===== src/rtl/loop_count_pkg.sv =====
// Package: shared constants and the verdict type of the loop counter unit.
// Assumes: one instruction at most is resolved per cycle.
package loop_count_pkg;
    localparam int CNT_W_DEF  = 6;
    localparam int DATA_W_DEF = 37;

    // Outcome of the issue decision for the on-deck instruction.
    typedef enum logic [1:0] {
        GATE_IDLE  = 2'd0,
        GATE_RUN   = 2'd1,
        GATE_SKIP  = 2'd2,
        GATE_ABORT = 2'd3
    } gate_verdict_e;
endpackage


===== src/rtl/issue_gate.sv =====
// Module: issue_gate
// Does: decides whether the on-deck instruction runs, is skipped for a zero
// inner count, or is aborted by a waiting token.
// Assumes: the predicate is resolved upstream; only moves may be aborted.
module issue_gate
    import loop_count_pkg::*;
(
    input  logic          clk,
    input  logic          rst_n,
    input  logic          instr_valid,
    input  logic          pred_ok,
    input  logic          is_move,
    input  logic          immune,
    input  logic          token_present,
    input  logic          ilc_zero,
    output gate_verdict_e verdict
);
    logic live;
    logic abort_hit;

    assign live      = instr_valid && pred_ok;
    assign abort_hit = live && is_move && !immune && token_present;

    // Purpose: choose the verdict, abort first, then the zero-count skip.
    always_comb begin
        if (!live)                    verdict = GATE_IDLE;
        else if (abort_hit)           verdict = GATE_ABORT;
        else if (is_move && ilc_zero) verdict = GATE_SKIP;
        else                          verdict = GATE_RUN;
    end

    AST_IMMUNE_SAFE: assert property (@(posedge clk) disable iff (!rst_n)
        (immune || !is_move) |-> verdict != GATE_ABORT);
    AST_IDLE_NO_PRED: assert property (@(posedge clk) disable iff (!rst_n)
        !pred_ok |-> verdict == GATE_IDLE);
endmodule


===== src/rtl/outer_counter.sv =====
// Module: outer_counter
// Does: holds the outer loop count and its zero flag; loads, decrements
// with a floor at zero, and clears on abort.
// Assumes: run_set is high only for an executed non-move instruction.
module outer_counter #(
    parameter int CNT_W = 6
) (
    input  logic             clk,
    input  logic             rst_n,
    input  logic             run_set,
    input  logic             abort,
    input  logic             ld_imm,
    input  logic             ld_data,
    input  logic             dec,
    input  logic [CNT_W-1:0] imm,
    input  logic [CNT_W-1:0] data_cnt,
    output logic [CNT_W-1:0] olc,
    output logic             zero
);
    localparam logic [CNT_W-1:0] ONE = CNT_W'(1);

    // Purpose: register the outer count with abort taking precedence.
    always_ff @(posedge clk) begin
        if (!rst_n)                 olc <= '0;
        else if (abort)             olc <= '0;
        else if (run_set) begin
            if (ld_imm)             olc <= imm;
            else if (ld_data)       olc <= data_cnt;
            else if (dec && olc != '0) olc <= olc - ONE;
        end
    end

    assign zero = (olc == '0);

    AST_ABORT_CLEARS_OLC: assert property (@(posedge clk) disable iff (!rst_n)
        abort |=> (olc == '0) && zero);
    AST_DEC_FLOOR: assert property (@(posedge clk) disable iff (!rst_n)
        (run_set && dec && !ld_imm && !ld_data && olc == '0) |=> olc == '0);
    AST_OLC_HOLD: assert property (@(posedge clk) disable iff (!rst_n)
        (!run_set && !abort) |=> $stable(olc));
endmodule


===== src/rtl/inner_counter.sv =====
// Module: inner_counter
// Does: holds the inner loop count with an infinite marker; counts down
// repeated moves and returns to one when a move retires.
// Assumes: at most one of run_set, run_move, skip_move, abort is high.
module inner_counter #(
    parameter int CNT_W = 6
) (
    input  logic             clk,
    input  logic             rst_n,
    input  logic             run_set,
    input  logic             run_move,
    input  logic             skip_move,
    input  logic             abort,
    input  logic             ld_imm,
    input  logic             ld_inf,
    input  logic             ld_data,
    input  logic [CNT_W-1:0] imm,
    input  logic [CNT_W-1:0] data_cnt,
    output logic [CNT_W-1:0] cnt,
    output logic             inf,
    output logic             cnt_zero,
    output logic             last_pass
);
    localparam logic [CNT_W-1:0] ONE = CNT_W'(1);

    assign cnt_zero  = !inf && (cnt == '0);
    assign last_pass = !inf && (cnt <= ONE);

    // Purpose: register the inner count and its infinite marker.
    always_ff @(posedge clk) begin
        if (!rst_n || abort || skip_move) begin
            cnt <= ONE;
            inf <= 1'b0;
        end else if (run_move) begin
            if (!inf) cnt <= (cnt > ONE) ? cnt - ONE : ONE;
        end else if (run_set) begin
            if (ld_imm) begin
                cnt <= imm;
                inf <= 1'b0;
            end else if (ld_inf) begin
                cnt <= '0;
                inf <= 1'b1;
            end else if (ld_data) begin
                cnt <= data_cnt;
                inf <= 1'b0;
            end
        end
    end

    AST_SKIP_RESETS: assert property (@(posedge clk) disable iff (!rst_n)
        skip_move |=> (cnt == ONE) && !inf);
    AST_INF_HOLD: assert property (@(posedge clk) disable iff (!rst_n)
        (run_move && inf) |=> inf);
    AST_ABORT_ILC_ONE: assert property (@(posedge clk) disable iff (!rst_n)
        abort |=> (cnt == ONE) && !inf);
endmodule


===== src/rtl/loop_count_unit.sv =====
// Module: loop_count_unit (top)
// Does: joins the issue gate with the outer and inner counters, clamps the
// data word to the counter width, and produces the per-cycle strobes.
// Assumes: decode of instruction fields happens upstream.
module loop_count_unit
    import loop_count_pkg::*;
#(
    parameter int CNT_W  = CNT_W_DEF,
    parameter int DATA_W = DATA_W_DEF
) (
    input  logic              clk,
    input  logic              rst_n,
    input  logic              instr_valid,
    input  logic              pred_ok,
    input  logic              is_move,
    input  logic              immune,
    input  logic              token_present,
    input  logic              olc_ld_imm,
    input  logic              olc_ld_data,
    input  logic              olc_dec,
    input  logic              ilc_ld_imm,
    input  logic              ilc_ld_inf,
    input  logic              ilc_ld_data,
    input  logic [CNT_W-1:0]  imm_val,
    input  logic [DATA_W-1:0] data_val,
    output logic [CNT_W-1:0]  olc_value,
    output logic              zero_flag,
    output logic [CNT_W-1:0]  ilc_count,
    output logic              ilc_infinite,
    output logic              exec_en,
    output logic              take_token,
    output logic              move_done
);
    gate_verdict_e    verdict;
    logic             ilc_zero;
    logic             ilc_last;
    logic             run_set;
    logic             run_move;
    logic             skip_move;
    logic             abort;
    logic [CNT_W-1:0] data_cnt;

    // Purpose: clamp the data word to the largest count when it overflows.
    always_comb begin
        data_cnt = (|data_val[DATA_W-1:CNT_W]) ? '1 : data_val[CNT_W-1:0];
    end

    issue_gate u_gate (
        .clk           (clk),
        .rst_n         (rst_n),
        .instr_valid   (instr_valid),
        .pred_ok       (pred_ok),
        .is_move       (is_move),
        .immune        (immune),
        .token_present (token_present),
        .ilc_zero      (ilc_zero),
        .verdict       (verdict)
    );

    assign abort     = (verdict == GATE_ABORT);
    assign skip_move = (verdict == GATE_SKIP);
    assign run_set   = (verdict == GATE_RUN) && !is_move;
    assign run_move  = (verdict == GATE_RUN) && is_move;

    outer_counter #(.CNT_W(CNT_W)) u_outer (
        .clk      (clk),
        .rst_n    (rst_n),
        .run_set  (run_set),
        .abort    (abort),
        .ld_imm   (olc_ld_imm),
        .ld_data  (olc_ld_data),
        .dec      (olc_dec),
        .imm      (imm_val),
        .data_cnt (data_cnt),
        .olc      (olc_value),
        .zero     (zero_flag)
    );

    inner_counter #(.CNT_W(CNT_W)) u_inner (
        .clk       (clk),
        .rst_n     (rst_n),
        .run_set   (run_set),
        .run_move  (run_move),
        .skip_move (skip_move),
        .abort     (abort),
        .ld_imm    (ilc_ld_imm),
        .ld_inf    (ilc_ld_inf),
        .ld_data   (ilc_ld_data),
        .imm       (imm_val),
        .data_cnt  (data_cnt),
        .cnt       (ilc_count),
        .inf       (ilc_infinite),
        .cnt_zero  (ilc_zero),
        .last_pass (ilc_last)
    );

    assign exec_en    = run_set || run_move;
    assign take_token = abort;
    assign move_done  = abort || skip_move || (run_move && ilc_last);

    AST_TAKE_NOT_EXEC: assert property (@(posedge clk) disable iff (!rst_n)
        !(take_token && exec_en));
    AST_INF_NO_DONE: assert property (@(posedge clk) disable iff (!rst_n)
        (exec_en && is_move && ilc_infinite) |-> !move_done);
    AST_NONMOVE_RUNS: assert property (@(posedge clk) disable iff (!rst_n)
        (instr_valid && pred_ok && !is_move) |-> exec_en);
endmodule


===== config.mk =====
export PLATFORM = sky130hd
export DESIGN_NAME = loop_count_unit
export DESIGN_NICKNAME = d
export VERILOG_FILES = /design/src/rtl/loop_count_pkg.sv /design/src/rtl/issue_gate.sv /design/src/rtl/outer_counter.sv /design/src/rtl/inner_counter.sv /design/src/rtl/loop_count_unit.sv
export SDC_FILE = /design/constraint.sdc
export NUM_CORES = 1
export LEC_CHECK = 0
export BUFFER_PORTS_ARGS = -buffer_cell sky130_fd_sc_hd__buf_4
export CELL_PAD_IN_SITES_DETAIL_PLACEMENT = 0
export CELL_PAD_IN_SITES_GLOBAL_PLACEMENT = 1
export CORE_MARGIN = 4
export CORE_UTILIZATION = 29
export CTS_CLUSTER_SIZE = 12
export DETAILED_ROUTE_END_ITERATION = 10
export PLACE_DENSITY_LB_ADDON = 0.1
export SLEW_MARGIN = 20
export SYNTH_ARGS = -nofsm -noshare
export SYNTH_HDL_FRONTEND = slang
export SYNTH_SLANG_ARGS = --single-unit

===== constraint.sdc =====
create_clock -name clk -period 2 [get_ports clk]
set_input_delay 0 -clock clk [delete_from_list [all_inputs] [get_ports clk]]
set_output_delay 0 -clock clk [all_outputs]
set_load 0.01 [all_outputs]

==> run summary <==
### Status
• finished, final reports clean — status

### Global route
• 0 — initial antenna violation count
• 30.8% — met2 track utilization from global routing
• 17.1% — gr usage total
• met2 — GRT Max-Usage Layer
• 7290 µm — global-route wire length before repair
• 1.65% — grt met3 use
• 21.4% — fraction of met1 tracks used by global routing
• 0 — final global-route overflow total
• 12 — largest net degree at the start of global routing
• 1575 — vias in the first global route

### Floorplanning
• 23 — number of core rows
• 30.1% — effective utilization at floorplan
• 72.7 µm — Die Ht
• 5280 µm² — area enclosed by the die boundary
• 72.7 µm — Die Width
• 73 — top-level I/O count
• 4030 µm² — placeable core region

### Route
• 0 — DRC violations left
• 0 — number of nets still failing antenna checks after routing
• 4 — DR pass1 iterations
• 5.31 — average via count per standard cell
• 80 — Iteration-0 DRC Markers
• 4520 µm — final wirelength
• 1551 — overall via count from detail_route
• 15.5 µm — average wire per cell in the routed design

### Power
• 32.2% — switching power as a share of total power
• 32.4% — sequential fraction of design power
• 40.1% — combinational power share
• 299 µV — worst voltage drop across the vdd grid
• 27.4% — power share of the clock group
• 454 nW/µm² — power density relative to cell area
• 0.286 mW — net switching power
• 0.603 mW — cell internal power dissipation
• 0.836 nW — static leakage
• 0.889 mW — final total power

### Synth
• dfxtp_1 — predominant post-synthesis flop cell
• dfxtp_1 (21%), a21oi_1 (5.4%), ha_1 (5.2%) — Synth area leaders
• 50 — count of unique library cells instantiated by Yosys
• 218 — total nets after synthesis
• 0 — yosys warns
• 7.73 µm² — mean cell area of the mapped netlist
• nor2_1 (14), a21oi_1 (13), dfxtp_1 (13), nor4_1 (10) — ranking of synthesized cells by instance count
• dfxtp_1 — library cell with the largest summed area after synthesis
• 1210 µm² — total standard cell area after synthesis
• 21.4% — sequential share of the synthesized area
• 0 — number of enable-type register cells in the synthesized netlist
• 157 — synthesized instance count
• 0% — post-synthesis async set-or-reset flop share
• 21.4% — share of the synthesized area in the top cell type
• 13 — Synth Register Bits
• nor2_1 — most frequently used cell type in the post-synthesis netlist

### STA
• 0 — final hold violation count
• 0.429 ns — slew at the pin with the worst max-slew slack
• 0 ns — Final TNS setup
• no — RSZ-0062 raised after global routing
• 0.520 GHz — Max Clk Rate
• 0 — setup-violating endpoint count in the final report
• 96.2% — post-route fraction of the period consumed by the critical path
• 1.92 ns — clock period minus worst slack
• 0.000638 ns — Layout Skew
• 0 — Max Transition Viols Final
• 71.4% — worst slew margin relative to its limit

### Placed design
• 0.813 — final weighted congestion of routability-driven global placement
• 3800 µm — HPWL after DPL
• 72 — number of input and output port buffers inserted

### Cells and area
• 0 — antenna fix cells
• 304 — Final #Nets
• 61.4% — Syn-to-layout area delta
• 41.3% — share of final-layout standard cells stronger than drive strength 1

### Clocking
• 2 — largest buffer count on any clock path
• clkbuf_8 — CTS Root Buffer Type
• 13 — total number of clock tree sinks
• 0.06 ns — Clock transition at path regs
• done — clock tree from TritonCTS
• 0 — number of instances resized during post-cts repair
• 3 — total CTS buffers
• 0 — number of buffers added to fix hold violations after cts
• 1 — H-tree depth
• 0.24 ns — clk_lat worst skew
• 0 — count of buffers added by post-CTS timing repair for setup

### Setup path
• nor4_4 > a211oi_2 > or2_4 > or3_1 > a32o_1 — CP Cell Sequence
• u_inner.cnt[3] — start point of the critical path
• 0 — Critical path buffers and inverters
• 5 — worst-path fanout max
• 2.13 ns — Worst EP required
• nor4_4 — slowest stage cell, crit path
• u_inner.cnt[3] — reg2reg start
• reg -> reg — critical path type
• flop — Worst Setup End Kind
• 0.43 ns — largest incremental delay on the critical path
• flop — type of element launching the critical path
• simple AND/OR/NAND/NOR gates — category of cells accounting for the largest share of critical-path delay
• 2.06 ns — signal arrival time at the worst endpoint

### Min path
• in -> reg — type of the worst min-delay path
• data_val[4] — Hold Path Origin

### Run
• 0 — max-capacitance violation count

-- area by class of cell --
type                    count  area (µm²)
fillers                   418        2070
multi-input cells         131         920
repair buffers             85         638
flip-flops and latches     13         260
well taps                  50        62.6
clock buffers               4        45.0
inverters                   9        33.8
-- worst paths after layout --
path / end / slack (ns) / cells after the start
setup / recovery: u_inner.cnt[3] / 0.08 / 5
hold / removal: u_outer.olc[4] / 0.05 / 3
setup reg to reg: u_inner.cnt[3] / 0.08 / 5
hold reg to reg: u_outer.olc[4] / 0.54 / 1
-- registers in the layout, summed over array words and instances (netlist names) --
name,flops
u_outer.olc,6
u_inner.cnt,6
u_inner.inf,1
-- stage by stage --
stage | area (µm²) | utilization (%) | hold slack, ns | cells | setup slack [ns]
finish | 1960 | 48.6 | 0.0462 | 292 | 0.0767
global route | 1960 | 48.6 | 0.0553 | 292 | 0.0126
CTS | 1930 | 47.9 | 0.0403 | 292 | 0.0894
detailed placement | 1880 | 46.8 | 0.290 | 288 | 0.0983
global placement | 1880 | 46.8 | 0.283 | 288 | 0.160
floorplan | 1210 | - | 0.0775 | 157 | 0.128
-- power by group through the flow --
stage	Clock, mW	Sequential (mW)	Combinational, mW
finish	0.244	0.288	0.357
global route	0.260	0.291	0.393
CTS	0.250	0.288	0.350
detailed placement	0	0.293	0.348
global placement	0	0.293	0.344
floorplan	0	0.303	0.154
-- layout by cell type, fill, tap and decap left out, types with 2 or more instances in the layout --
cell,synthesis,layout
o31ai_1,4,4
nand3_1,2,2
nand2_1,9,9
o21ai_1,3,4
nand4_1,2,2
dfxtp_1,13,13
nor3_1,8,8
a211oi_1,4,4
buf_4,1,85
xnor2_1,3,3
a21oi_1,13,13
o21a_1,2,2
inv_1,9,8
nor4_1,10,10
o2bb2ai_1,3,3
nand2b_1,2,2
a32o_1,3,3
clkbuf_8,1,3
or3_1,3,3
nor2b_1,4,4
or4_1,2,2
a221oi_1,2,2
o2111ai_1,3,3
ha_1,5,4
nor2_1,14,14
o21ai_0,7,6
nand3b_1,2,2
-- cell families after synthesis --
kind of cell,share of synthesized area [%]
AND/OR/NAND/NOR,32.3
AO/OA/AOI/OAI,32.9
buffers and inverters,5.26
flip-flops,21.4
adder cells (fa/ha/maj),5.15
XOR/XNOR,2.17
multiplexers,0.825
-- metal layers --
layer  part of all wire, %  vias to the layer above
met5                     0                        -
met4                   1.5                        0
met3                   4.5                        6
met2                    53                       45
met1                    41                      713
li1                      -                      787
-- worst min-delay path: stages --
cell and delay [ns]:
buf_4 0.09, nor4_1 0.06, o2bb2ai_1 0.11
No activity file was read; power rests on OpenSTA's default activity.
